### config.mk
export PLATFORM = sky130hd
export DESIGN_NAME = lsx_pkt_tx
export DESIGN_NICKNAME = d
export VERILOG_FILES = /design/src/rtl/lsx_tx_pkg.sv /design/src/rtl/lsx_tx_line.sv /design/src/rtl/lsx_tx_stuffer.sv /design/src/rtl/lsx_tx_bytefeed.sv /design/src/rtl/lsx_pkt_tx.sv
export SDC_FILE = /design/constraint.sdc
export NUM_CORES = 1
export LEC_CHECK = 0
export CORE_UTILIZATION = 53
export DETAILED_ROUTE_END_ITERATION = 10
export PLACE_DENSITY = 0.74
export SETUP_SLACK_MARGIN = 0.4
export SLEW_MARGIN = 20
export SYNTH_ARGS = -nofsm -noshare
export SYNTH_HDL_FRONTEND = slang
export SYNTH_SLANG_ARGS = --single-unit
### constraint.sdc
create_clock -name clk -period 2.4 [get_ports clk]
set_input_delay 0.48 -clock clk [delete_from_list [all_inputs] [get_ports clk]]
set_output_delay 0.48 -clock clk [all_outputs]
set_load 0.02 [all_outputs]
### src/rtl/lsx_tx_pkg.sv
package lsx_tx_pkg;

    localparam int BYTE_W  = 8;
    localparam int BIDX_W  = $clog2(BYTE_W);
    localparam logic [BYTE_W-1:0] SYNC_PATTERN = 8'h80;

    // line levels, bit 1 = D+, bit 0 = D-
    typedef enum logic [1:0] {
        LN_SE0 = 2'b00,
        LN_J   = 2'b01,
        LN_K   = 2'b10,
        LN_SE1 = 2'b11
    } line_lvl_e;

    typedef enum logic [1:0] {
        LCMD_HOLD,
        LCMD_J,
        LCMD_TOGGLE,
        LCMD_SE0
    } line_cmd_e;

    typedef enum logic [2:0] {
        ST_IDLE,
        ST_DATA,
        ST_SE0A,
        ST_SE0B,
        ST_JEND
    } tx_state_e;

endpackage

### src/rtl/lsx_tx_line.sv
module lsx_tx_line
    import lsx_tx_pkg::*;
(
    input  logic      clk,
    input  logic      rst_n,
    input  line_cmd_e cmd_i,
    input  logic      oe_set_i,
    input  logic      oe_clr_i,
    output logic      dp_o,
    output logic      dm_o,
    output logic      oe_o
);

    typedef struct packed {
        line_lvl_e lvl;
        logic      oe;
    } line_regs_t;

    line_regs_t line_d, line_q;

    always_comb begin
        line_d = line_q;
        case (cmd_i)
            LCMD_J:      line_d.lvl = LN_J;
            LCMD_TOGGLE: line_d.lvl = (line_q.lvl == LN_J) ? LN_K : LN_J;
            LCMD_SE0:    line_d.lvl = LN_SE0;
            default:     line_d.lvl = line_q.lvl;
        endcase
        if (oe_set_i) begin
            line_d.oe = 1'b1;
        end else if (oe_clr_i) begin
            line_d.oe = 1'b0;
        end
    end

    always_ff @(posedge clk or negedge rst_n) begin
        if (!rst_n) begin
            line_q <= '{lvl: LN_J, oe: 1'b0};
        end else begin
            line_q <= line_d;
        end
    end

    assign dp_o = line_q.lvl[1];
    assign dm_o = line_q.lvl[0];
    assign oe_o = line_q.oe;

endmodule

### src/rtl/lsx_tx_stuffer.sv
module lsx_tx_stuffer #(
    parameter int RUN_LIMIT = 6,
    localparam int RUN_W    = $clog2(RUN_LIMIT + 1)
) (
    input  logic             clk,
    input  logic             rst_n,
    input  logic             clr_i,
    input  logic             adv_i,
    input  logic             bit_i,
    output logic             stuff_now_o,
    output logic [RUN_W-1:0] run_o
);

    logic [RUN_W-1:0] run_d, run_q;

    assign stuff_now_o = (run_q == RUN_W'(RUN_LIMIT));

    always_comb begin
        run_d = run_q;
        if (clr_i) begin
            run_d = '0;
        end else if (adv_i) begin
            if (stuff_now_o || !bit_i) begin
                run_d = '0;
            end else begin
                run_d = run_q + RUN_W'(1);
            end
        end
    end

    always_ff @(posedge clk or negedge rst_n) begin
        if (!rst_n) begin
            run_q <= '0;
        end else begin
            run_q <= run_d;
        end
    end

    assign run_o = run_q;

endmodule

### src/rtl/lsx_tx_bytefeed.sv
module lsx_tx_bytefeed
    import lsx_tx_pkg::*;
#(
    parameter int LEN_W = 4
) (
    input  logic              clk,
    input  logic              rst_n,
    input  logic              load_i,
    input  logic [LEN_W-1:0]  nbytes_i,
    input  logic              shift_i,
    input  logic [BYTE_W-1:0] rd_data_i,
    output logic [LEN_W-1:0]  rd_addr_o,
    output logic              bit_o,
    output logic              all_sent_o
);

    typedef struct packed {
        logic [BYTE_W-1:0] sh;
        logic [BIDX_W-1:0] idx;
        logic [LEN_W-1:0]  addr;
        logic [LEN_W-1:0]  left;
        logic              fin;
    } feed_regs_t;

    feed_regs_t feed_d, feed_q;

    always_comb begin
        feed_d = feed_q;
        if (load_i) begin
            feed_d.sh   = SYNC_PATTERN;
            feed_d.idx  = '0;
            feed_d.addr = '0;
            feed_d.left = nbytes_i;
            feed_d.fin  = 1'b0;
        end else if (shift_i && !feed_q.fin) begin
            if (feed_q.idx == BIDX_W'(BYTE_W - 1)) begin
                if (feed_q.left != '0) begin
                    feed_d.sh   = rd_data_i;
                    feed_d.idx  = '0;
                    feed_d.addr = feed_q.addr + LEN_W'(1);
                    feed_d.left = feed_q.left - LEN_W'(1);
                end else begin
                    feed_d.fin  = 1'b1;
                end
            end else begin
                feed_d.sh  = feed_q.sh >> 1;
                feed_d.idx = feed_q.idx + BIDX_W'(1);
            end
        end
    end

    always_ff @(posedge clk or negedge rst_n) begin
        if (!rst_n) begin
            feed_q <= '0;
        end else begin
            feed_q <= feed_d;
        end
    end

    assign rd_addr_o  = feed_q.addr;
    assign bit_o      = feed_q.sh[0];
    assign all_sent_o = feed_q.fin;

endmodule

### src/rtl/lsx_pkt_tx.sv
module lsx_pkt_tx
    import lsx_tx_pkg::*;
#(
    parameter int MAX_BYTES = 11,
    parameter int RUN_LIMIT = 6,
    localparam int LEN_W    = $clog2(MAX_BYTES + 1),
    localparam int RUN_W    = $clog2(RUN_LIMIT + 1)
) (
    input  logic              clk,
    input  logic              rst_n,
    input  logic              start_i,
    input  logic [LEN_W-1:0]  nbytes_i,
    output logic [LEN_W-1:0]  rd_addr_o,
    input  logic [BYTE_W-1:0] rd_data_i,
    input  logic              bit_en_i,
    output logic              dp_o,
    output logic              dm_o,
    output logic              oe_o,
    output logic              busy_o,
    output logic              done_o
);

    typedef struct packed {
        tx_state_e st;
        logic      done;
    } ctl_regs_t;

    ctl_regs_t ctl_d, ctl_q;

    line_cmd_e        line_cmd;
    logic             oe_set, oe_clr;
    logic             feed_load, feed_shift, cur_bit, all_sent;
    logic             stuff_clr, stuff_adv, stuff_now;
    logic [RUN_W-1:0] run_cnt;

    always_comb begin
        ctl_d      = ctl_q;
        ctl_d.done = 1'b0;
        line_cmd   = LCMD_HOLD;
        oe_set     = 1'b0;
        oe_clr     = 1'b0;
        feed_load  = 1'b0;
        feed_shift = 1'b0;
        stuff_clr  = 1'b0;
        stuff_adv  = 1'b0;
        case (ctl_q.st)
            ST_IDLE: begin
                if (start_i) begin
                    ctl_d.st  = ST_DATA;
                    line_cmd  = LCMD_J;
                    oe_set    = 1'b1;
                    feed_load = 1'b1;
                    stuff_clr = 1'b1;
                end
            end
            ST_DATA: begin
                if (bit_en_i) begin
                    if (stuff_now) begin
                        line_cmd  = LCMD_TOGGLE;
                        stuff_adv = 1'b1;
                    end else if (all_sent) begin
                        line_cmd = LCMD_SE0;
                        ctl_d.st = ST_SE0A;
                    end else begin
                        line_cmd   = cur_bit ? LCMD_HOLD : LCMD_TOGGLE;
                        feed_shift = 1'b1;
                        stuff_adv  = 1'b1;
                    end
                end
            end
            ST_SE0A: begin
                if (bit_en_i) begin
                    ctl_d.st = ST_SE0B;
                end
            end
            ST_SE0B: begin
                if (bit_en_i) begin
                    line_cmd = LCMD_J;
                    ctl_d.st = ST_JEND;
                end
            end
            ST_JEND: begin
                if (bit_en_i) begin
                    oe_clr     = 1'b1;
                    ctl_d.st   = ST_IDLE;
                    ctl_d.done = 1'b1;
                end
            end
            default: ctl_d.st = ST_IDLE;
        endcase
    end

    always_ff @(posedge clk or negedge rst_n) begin
        if (!rst_n) begin
            ctl_q <= '{st: ST_IDLE, done: 1'b0};
        end else begin
            ctl_q <= ctl_d;
        end
    end

    lsx_tx_bytefeed #(.LEN_W(LEN_W)) u_feed (
        .clk        (clk),
        .rst_n      (rst_n),
        .load_i     (feed_load),
        .nbytes_i   (nbytes_i),
        .shift_i    (feed_shift),
        .rd_data_i  (rd_data_i),
        .rd_addr_o  (rd_addr_o),
        .bit_o      (cur_bit),
        .all_sent_o (all_sent)
    );

    lsx_tx_stuffer #(.RUN_LIMIT(RUN_LIMIT)) u_stuff (
        .clk         (clk),
        .rst_n       (rst_n),
        .clr_i       (stuff_clr),
        .adv_i       (stuff_adv),
        .bit_i       (cur_bit),
        .stuff_now_o (stuff_now),
        .run_o       (run_cnt)
    );

    lsx_tx_line u_line (
        .clk      (clk),
        .rst_n    (rst_n),
        .cmd_i    (line_cmd),
        .oe_set_i (oe_set),
        .oe_clr_i (oe_clr),
        .dp_o     (dp_o),
        .dm_o     (dm_o),
        .oe_o     (oe_o)
    );

    assign busy_o = (ctl_q.st != ST_IDLE);
    assign done_o = ctl_q.done;

endmodule

==> results of run 1 <==
stage by stage:
| step | instance area [um2] | utilization | power [mW] |
|---|---|---|---|
| finish | 2290 | 0.752 | 2.53 |
| global route | 2290 | 0.752 | 2.70 |
| CTS | 2200 | 0.720 | 2.37 |
| detailed placement | 2000 | 0.656 | 1.89 |
| global placement | 2000 | 0.656 | 1.82 |
| floorplan | 1710 | - | 1.60 |
synthesized netlist by cell type, drive strengths merged (2+ instances only):
master   n
nor2    22
a21oi    5
ha       7
nor3     2
a31oi    3
inv      9
mux2i   12
and2     2
dfrtp   29
o211ai   2
buf      8
a211o    3
a21bo    2
or3      2
clkbuf   6
nand3b   2
nand2   10
nor4     3
nand2b   2
o21ai    7
mux2     8
or4b     3
nor4b    2
how the worst max path moves through the flow:
stage	cells after the start	endpoint	startpoint	slack [ns]
after floorplan	7	u_feed.bit_o$_DFFE_PN0P_	u_feed.feed_q[1]$_DFFE_PN0P_	0.43
after global placement	6	u_stuff.run_o[2]$_DFFE_PN0P_	bit_en_i	0.10
after detailed placement	5	u_feed.rd_addr_o[3]$_DFFE_PN0P_	bit_en_i	0.02
after CTS	2	busy_o	ctl_q[1]$_DFFE_PN0P_	0.38
after global routing	7	u_feed.feed_q[3]$_DFFE_PN0P_	u_feed.feed_q[1]$_DFFE_PN0P_	0.33
final	7	u_feed.rd_addr_o[3]$_DFFE_PN0P_	u_feed.feed_q[1]$_DFFE_PN0P_	0.39
cells by family (layout without fill, tap and decap cells):
kind of cell,count (synthesis),in the layout
multiplexers,20,20
flip-flops,30,30
adder cells (fa/ha/maj),7,7
AO/OA/AOI/OAI,29,29
buffers and inverters,23,69
XOR/XNOR,2,2
AND/OR/NAND/NOR,58,58
repair_timing:
action	in CTS	in global routing
pin swaps	4	4
hold buffers	0	0
cloned	0	0
resized for setup	13	11
buffers inserted	13	7
setup endpoints to repair	15	14
metal layers:
metal | GRT usage | wire, um | share of wire | vias up
li1 | - | - | - | 686
met5 | 0 | 0 | 0 | -
met3 | 0.0462 | 129 | 0.032 | 12
met4 | 0.156 | 132 | 0.033 | 0
met1 | 0.289 | 1780 | 0.44 | 704
met2 | 0.392 | 1970 | 0.49 | 36
cells in the final DEF (no fill, tap or decap), types with 2 or more instances in the layout:
cell	netlist	routed
dfrtp_1	29	26
buf_4	4	26
nor2_1	22	22
clkdlybuf4s50_1	0	22
mux2i_1	12	12
nand2_1	10	10
mux2_2	8	8
inv_1	9	7
clkbuf_4	0	5
a21oi_1	5	4
o21ai_0	6	4
ha_1	7	4
a211o_1	3	3
a31oi_1	3	3
o21ai_1	1	3
dfrtp_2	0	3
inv_2	0	2
or4b_4	0	2
nand3b_1	2	2
nand2b_1	2	2
a21bo_2	2	2
nor3_1	2	2
o211ai_1	2	2
nor4_1	3	2
ha_2	0	2
cell type report:
type,instances,area [um2],share of cell area
sequential,30,756,0.329
clock inverter,1,5.00,0.00218
multi-input combinational,116,922,0.402
timing repair buffer,52,468,0.204
tap,44,55.1,0.0240
inverter,9,33.8,0.0147
clock buffer,7,55.1,0.0240
flip-flops by register name, indices dropped and copies added (netlist names):
signal             cells
u_feed.feed_q         14
u_line.oe_o            1
u_stuff.run_o          3
u_feed.bit_o           1
u_line.dm_o            1
u_feed.rd_addr_o       4
done_o                 1
ctl_q                  3
u_feed.all_sent_o      1
u_line.dp_o            1
power by group:
group          leakage, nW  switching, mW  internal (mW)
Combinational        0.657          0.634          0.730
Sequential           0.378          0.152          0.693
Clock               0.0353          0.180          0.142
worst reg2reg max path, delay by kind of cell (launching register included):
family	cells	cell delay [ns]
AO/OA/AOI/OAI	1	0.14
buffers and inverters	2	0.21
AND/OR/NAND/NOR	3	1.07
adder cells (fa/ha/maj)	1	0.15
flip-flops	1	0.38
==> impl_metrics.ini, run 1 <==
[synth]
synth_fa_ha_area_frac = 0.0515
yosysTopAreaCellShare = 0.427
avgSynthCellArea_um2 = 10.1
synth_area_um2 = 1700
synth_area_leader_cell = dfrtp_1
synth_ff_type = dfrtp_1
seq_area_frac_synth = 0.443
synth_edf_count = 0
synth_seq_cells = 30
synth_top_family_by_area = simple AND/OR/NAND/NOR gates
syn-num-nets = 192
async_reset_ff_frac = 1.00
ys_top_cells_by_area = dfrtp_1 43%, mux2i_1 7.1%, mux2_2 5.3%
synth_compound_area_frac = 0.116
ys_types = 46
synthMuxAreaShare = 0.124
yosys.area_share.simple = 0.193
synthCells = 169
ys_warn_count = 0
synth_xor_area_frac = 0.0103

[cells_and_area]
fin_nets = 237
drive_gt1_frac = 0.302
antenna-diode-count = 0
synthToLayoutAreaGrowth_pct = 35.1
fin_cells = 259
fillers = 227

[power_and_ir_drop]
powerDensity_nw_per_um2 = 1100
ir_drop_uv = 671
p_leak_nw = 1.07

[placed_design]
hpwl_um = 2410
io_buffers = 24
dp_cells = 231
preCtsSetupSlack_ns = 0.0165
gp_congestion = 0.743

[route]
route.vias.total = 1438
detail_route.wl_per_cell_um = 15.5
vias_per_cell = 5.55
first_iter_violations = 64
routed_wl_um = 4010
ant_nets = 0
dr.pass1.iters = 4
drc = 0

[worst_setup_path]
crit_fanout = 6
r2r_setup_slack_ns = 0.39
path_cells = inv_2 > ha_4 > nor3b_4 > buf_4 > or4b_4 > or3_4 > a21oi_2
max_stage_delay_ns = 0.57
endpoint_kind = flip-flop
required_ns = 2.68
worstPathArrival_ns = 2.29
crit_type = flip-flop to flip-flop
cp_slowest_cell = or4b_4
r2r_start = u_feed.feed_q[1]$_DFFE_PN0P_
reg2regPathDepth = 7
critical-path-top-delay-family = simple AND/OR/NAND/NOR gates
cp.buffers_inverters = 2
rr_endpoint = u_feed.rd_addr_o[3]$_DFFE_PN0P_
start_kind = flip-flop

[cts]
numCtsBuffers = 5
ctsRootBufferMaster = clkbuf_4
ctsHtreeMaxLevel = 2
cts.path.max_buffers = 2
cts_tree = done
worstSkewPairLatency_ns = 0.34
path_clk_slew_ns = 0.09
cts_sinks = 30

[sta]
max_clock_freq_ghz = 0.498
worst-slew-pin-transition_ns = 0.434
setup_violations = 0
fin_skew_ns = 0.00392
rsz0062_at_grt = yes
fin_crit_ns = 2.01
drv_slew = 0
timing.final.crit_share = 0.837
setup_tns_ns = 0
hold_viol = 0
holdWs_ns = 0.512
setup_slack_ns = 0.390
slew-limit-headroom = 0.708

[floorplanning]
die_x_um = 58.6
coreArea_um2 = 3050
start_util = 0.557
rows = 20
ios = 25
dieArea_um2 = 3440
die_h_um = 58.6

[run]
drv_cap = 0

[outcome]
run_status = complete, no violations

[global_route]
grtUsageTotal = 0.240
grt_first_pass_wirelength_um = 6010
grt_pass1_vias = 1382
grt_antenna_before_repair = 0
grt_max_degree = 31
gr-total-overflow = 0

[min_path]
hold_path_class = input pin to async pin
No activity file was read; power rests on OpenSTA's default activity.
==> run 2: changes to the inputs <==
--- a/config.mk
+++ b/config.mk
@@ -5,9 +5,9 @@
 export SDC_FILE = /design/constraint.sdc
 export NUM_CORES = 1
 export LEC_CHECK = 0
-export CORE_UTILIZATION = 53
+export CORE_UTILIZATION = 48
 export DETAILED_ROUTE_END_ITERATION = 10
-export PLACE_DENSITY = 0.74
+export PLACE_DENSITY = 0.71
 export SETUP_SLACK_MARGIN = 0.4
 export SLEW_MARGIN = 20
 export SYNTH_ARGS = -nofsm -noshare
==> constraint.sdc (replaced) <==
create_clock -name clk -period 1.7 [get_ports clk]
set_input_delay 0.34 -clock clk [delete_from_list [all_inputs] [get_ports clk]]
set_output_delay 0.34 -clock clk [all_outputs]
set_load 0.02 [all_outputs]
==> run 2 against run 1 <==
The run now ends with setup timing left; non-clock buffer count grew 27; critical path depth shrank 1; sequential share of layout area down 5.0 points; wire length increased by 29%; critical endpoint is now u_feed.feed_q[4]$_DFFE_PN0P_; largest power group unchanged.
==> impl_metrics.ini, run 2 (same netlist as run 1, synthesis figures left out) <==
[outcome]
run_status = finished with violations
violations = setup timing

[placed_design]
io_buffers = 24
gp_congestion = 0.824
dpl_cell_area_um2 = 2210
hpwl_um = 2770

[global_route]
grtUsageTotal = 0.242
grt_max_degree = 31
gr-total-overflow = 0
grt_first_pass_wirelength_um = 6470
grt_pass1_vias = 1461
grt_antenna_before_repair = 0

[cells_and_area]
antenna-diode-count = 0
largest_reg_flops = 14
multi_input_area_um2 = 1090
final_common_cell = buf_4
drive_gt1_frac = 0.481
synthToLayoutAreaGrowth_pct = 58.8
fin_nets = 265
final_cell_mix = 39 x buf_4, 28 x dfrtp_1, 21 x nor2_1, 16 x buf_6, 14 x clkdlybuf4s50_1
sequential_cell_area_um2 = 753
fin_util = 0.802
fillers = 224
largest_register = u_feed.feed_q
final_cell_area_um2 = 2700

[sta]
rsz0062_at_grt = yes
slew-limit-headroom = 0.791
max_clock_freq_ghz = 0.508
fin_crit_ns = 1.97
hold_viol = 0
drv_slew = 0
fin_skew_ns = 0.0101
worst-slew-pin-transition_ns = 0.311
setup_violations = 19
setup_slack_ns = -0.267
holdWs_ns = 0.335
setup_tns_ns = -4.16
timing.final.crit_share = 1.16

[worst_setup_path]
crit_type = flip-flop to flip-flop
endpoint_kind = flip-flop
crit_fanout = 3
required_ns = 1.95
start_kind = flip-flop
worstPathArrival_ns = 2.21
reg2regPathDepth = 6

[cts]
cts_sinks = 30
cts_tree = done
ctsRootBufferMaster = clkbuf_4
path_clk_slew_ns = 0.11
numCtsBuffers = 5
worstSkewPairLatency_ns = 0.35
cts.path.max_buffers = 2
ctsHtreeMaxLevel = 2

[floorplanning]
dieArea_um2 = 3780
rows = 21
ios = 25
die_h_um = 61.5
die_x_um = 61.5
start_util = 0.505
coreArea_um2 = 3360

[power_and_ir_drop]
ir_drop_uv = 910
p_leak_nw = 1.28
power_mw = 4.36
powerDensity_nw_per_um2 = 1620

[run]
drv_cap = 0

[route]
detail_route.wl_per_cell_um = 17.9
ant_nets = 0
first_iter_violations = 107
dr.pass1.iters = 4
drc = 0
routed_wl_um = 5170
vias_per_cell = 5.70
route.vias.total = 1648

[min_path]
hold_path_class = input pin to async pin
[run 2: cell types whose count changed in the layout (fill, tap and decap cells not counted), sizes merged]
| cell | delta |
|---|---|
| dlymetal6s2s | -1 |
| buf | +36 |
| and2 | +1 |
| clkdlybuf4s50 | -8 |
[run 2: worst paths after layout]
path,from,to,slack [ns]
worst max-delay path,u_feed.feed_q[9]$_DFFE_PN0P_,u_feed.feed_q[4]$_DFFE_PN0P_,-0.27
worst min-delay path,rst_n,u_feed.feed_q[1]$_DFFE_PN0P_,0.33
worst max register to register,u_feed.feed_q[9]$_DFFE_PN0P_,u_feed.feed_q[4]$_DFFE_PN0P_,-0.27
worst min register to register,u_feed.feed_q[16]$_DFFE_PN0P_,u_feed.feed_q[16]$_DFFE_PN0P_,0.52
max in group asynchronous,rst_n,u_line.dm_o$_DFFE_PN1P_,1.12
min in group clk,u_feed.feed_q[16]$_DFFE_PN0P_,u_feed.feed_q[16]$_DFFE_PN0P_,0.52
[run 2: worst max-delay path: stages, from the launching register on]
cell	delay, ns
dfrtp_1	0.40
ha_2	0.22
ha_4	0.15
or4b_2	0.63
nor4_4	0.17
mux2i_1	0.22
nand2_1	0.08
[run 2: repair_timing]
item / CTS / global route
hold buffers: 0 / 0
pin swaps: 9 / 9
gates resized for setup: 75 / 24
cloned: 1 / 0
hold endpoints to repair: 0 / 0
buffers inserted: 11 / 15
setup endpoints to repair: 37 / 31
[run 2: report_power, final]
part | internal [mW] | total, mW | switching, mW
clock network | 0.200 | 0.469 | 0.268
registers | 0.974 | 1.18 | 0.203
logic | 1.48 | 2.72 | 1.24
total | 2.65 | 4.36 | 1.71
[run 2: area by class of cell]
class,count,share of cell area
clock buffers,7,0.0204
multi-input cells,117,0.403
well taps,46,0.0213
flip-flops and latches,30,0.279
clock inverters,1,0.00186
repair buffers,79,0.262
inverters,9,0.0125
[run 2: routing by layer]
metal	up-vias	GRT usage	wire length, um
met2	56	0.404	2770
met5	-	0	0
met4	0	0.156	134
met3	14	0.0483	181
li1	739	-	-
met1	839	0.281	2080
[run 2: stage by stage]
step | std cells | setup WS (ns)
after global routing | 289 | -0.331
final | 289 | -0.267
after global placement | 254 | -0.454
after detailed placement | 254 | -0.538
after CTS | 274 | -0.228
after floorplan | 169 | -0.267
==> run 3: changes to the inputs <==
--- a/config.mk
+++ b/config.mk
@@ -5,7 +5,8 @@
 export SDC_FILE = /design/constraint.sdc
 export NUM_CORES = 1
 export LEC_CHECK = 0
-export CORE_UTILIZATION = 48
+export ABC_AREA = 1
+export CORE_UTILIZATION = 49
 export DETAILED_ROUTE_END_ITERATION = 10
 export PLACE_DENSITY = 0.71
 export SETUP_SLACK_MARGIN = 0.4
==> run 3 against run 2 <==
The flow now finishes without violations; count of clock-buffer cells in the layout rose by 1; utilization is 3.6 points lower; non-clock buffer count decreased by 16; die area rose by 9.3%; clock power increased by 16%; largest power group unchanged; sequential power hardly changed; hold slack lost 0.013 ns; global-route usage up 0.21 points; synthesized cell count increased by 41%; wire length down 7.4%.
==> impl_metrics.ini, run 3 <==
[placed_design]
hpwl_um = 2590
gp_congestion = 0.769
io_buffers = 24
dpl_cell_area_um2 = 2280
dp_cells = 313
preCtsSetupSlack_ns = -0.0458

[sta]
fin_skew_ns = 0.00788
holdWs_ns = 0.322
setup_slack_ns = 0.230
hold_viol = 0
slew-limit-headroom = 0.773
setup_violations = 0
drv_slew = 0
max_clock_freq_ghz = 0.680
setup_tns_ns = 0
fin_crit_ns = 1.47
worst-slew-pin-transition_ns = 0.340
rsz0062_at_grt = yes
timing.final.crit_share = 0.865

[power_and_ir_drop]
powerDensity_nw_per_um2 = 1650
p_leak_nw = 1.38
power_mw = 4.66
ir_drop_uv = 829

[cells_and_area]
final_common_cell = nand2_1
fin_util = 0.766
largest_register = u_feed.feed_q
fin_nets = 325
drive_gt1_frac = 0.449
largest_reg_flops = 14
final_cell_mix = 55 x nand2_1, 28 x dfrtp_1, 26 x buf_4, 21 x nand2_2
final_cell_area_um2 = 2830
synthToLayoutAreaGrowth_pct = 48.7
antenna-diode-count = 0
fin_cells = 351

[worst_setup_path]
start_kind = flip-flop
cp-startpoint = ctl_q[1]$_DFFE_PN0P_
crit_fanout = 5
crit_type = flip-flop to flip-flop
worstPathArrival_ns = 1.64
rr_endpoint = u_feed.feed_q[9]$_DFFE_PN0P_
r2r_setup_slack_ns = 0.23
required_ns = 1.87
reg2regPathDepth = 9
endpoint_kind = flip-flop
crit_end = u_feed.feed_q[9]$_DFFE_PN0P_
r2r_start = ctl_q[1]$_DFFE_PN0P_

[route]
first_iter_violations = 113
drc = 0
routed_wl_um = 4790
detail_route.wl_per_cell_um = 13.6
vias_per_cell = 5.16
ant_nets = 0
route.vias.total = 1812
dr.pass1.iters = 4

[synth]
synth_area_leader_cell = dfrtp_1
synth_fa_ha_area_frac = 0.0461
yosys.area_share.simple = 0.358
synth_edf_count = 0
seq_area_frac_synth = 0.396
synth_xor_area_frac = 0.0138
ys_top_cells_by_area = dfrtp_1 38%, nand2_1 15%, nand3_1 5.3%
synth_seq_cells = 30
syn-num-nets = 261
synth_most_common_cell = nand2_1
yosysTopAreaCellShare = 0.382
synth_ff_type = dfrtp_1
synth_compound_area_frac = 0.0961
synthCells = 238
synth_area_um2 = 1900
ys_warn_count = 0
ys_types = 29
synthMuxAreaShare = 0
synth_common_cells = 76 x nand2_1, 29 x dfrtp_1, 21 x inv_1
async_reset_ff_frac = 1.00
avgSynthCellArea_um2 = 7.99
synth_top_family_by_area = simple AND/OR/NAND/NOR gates

[global_route]
grt_pass1_vias = 1776
grt_first_pass_wirelength_um = 7740
grt_max_degree = 26
gr-total-overflow = 0
grt_antenna_before_repair = 0
grtUsageTotal = 0.244

[cts]
cts_tree = done
cts.path.max_buffers = 2
ctsHtreeMaxLevel = 2
cts_sinks = 30
hold_buffers = 0
numCtsBuffers = 5
path_clk_slew_ns = 0.06
ctsRootBufferMaster = clkbuf_8
worstSkewPairLatency_ns = 0.28

[floorplanning]
start_util = 0.515
coreArea_um2 = 3690
die_x_um = 64.3
dieArea_um2 = 4130
rows = 22
die_h_um = 64.3
ios = 25

[run]
drv_cap = 0

[min_path]
hold_path_class = input pin to async pin

[outcome]
run_status = complete, no violations
==> run 3: changes by cell type in the layout (fill, tap and decap cells not counted), sizes merged, moves of 7 or more <==
cell	before	now
mux2i	12	0
or2	0	9
nor2	22	15
nand2	10	88
mux2	8	0
buf	64	42
inv	9	23
o21ai	7	17
nand3	1	25
==> run 3: layout make-up <==
class,count,area (um2)
inverter,23,91.3
clock buffer,8,80.1
timing repair buffer,63,588
tap,48,60.1
fill,258,862
sequential,30,753
multi-input combinational,179,1250
==> run 3: per-layer routing <==
layer / part of all wire / vias up / global-route usage
met2: 0.52 / 44 / 0.425
met5: 0 / - / 0
met1: 0.42 / 862 / 0.294
li1: - / 898 / -
met3: 0.039 / 8 / 0.0625
met4: 0.019 / 0 / 0.0667
==> run 3: logic make-up (layout without fill, tap and decap cells) <==
kind of cell,after synthesis,after routing
DFF,30,30
and+or+nand+nor,140,144
AOI/OAI and AO/OA,25,25
xor gates and xnor gates,3,3
adders and majority gates,7,7
buffers and inverters,33,94
==> run 3: how the worst min path moves through the flow <==
stage                                  from                      endpoint  slack [ns]  cells past startpoint
2_1_floorplan                         rst_n          ctl_q[1]$_DFFE_PN0P_        0.04                      0
3_3_place_gp   u_feed.feed_q[1]$_DFFE_PN0P_  u_feed.feed_q[1]$_DFFE_PN0P_        0.46                      2
3_5_place_dp   u_feed.feed_q[1]$_DFFE_PN0P_  u_feed.feed_q[1]$_DFFE_PN0P_        0.47                      2
4_1_cts                               rst_n          ctl_q[3]$_DFFE_PN0P_        0.32                      1
5_1_grt                               rst_n          ctl_q[3]$_DFFE_PN0P_        0.34                      1
6_report                              rst_n          ctl_q[3]$_DFFE_PN0P_        0.32                      1
==> run 3: report_power, final <==
part           internal [mW]  total [mW]  switching, mW
sequential             0.979        1.20          0.226
clock                  0.290       0.543          0.252
combinational           1.29        2.91           1.62
==> run 3: worst max-delay path, stage by stage, from the launching register on <==
cell and delay (ns):
dfrtp_1 0.39, buf_4 0.16, nand2_2 0.10, nor2_4 0.14, nand2_2 0.10, nand2_4 0.13, buf_12 0.14, nand2_8 0.07
nand2_2 0.07, o21ai_2 0.05
==> run 3: what timing repair did <==
item,CTS,global route
setup endpoints to repair,36,34
cloned,4,0
pin swaps,15,10
resized for setup,54,38
buffers inserted,20,6
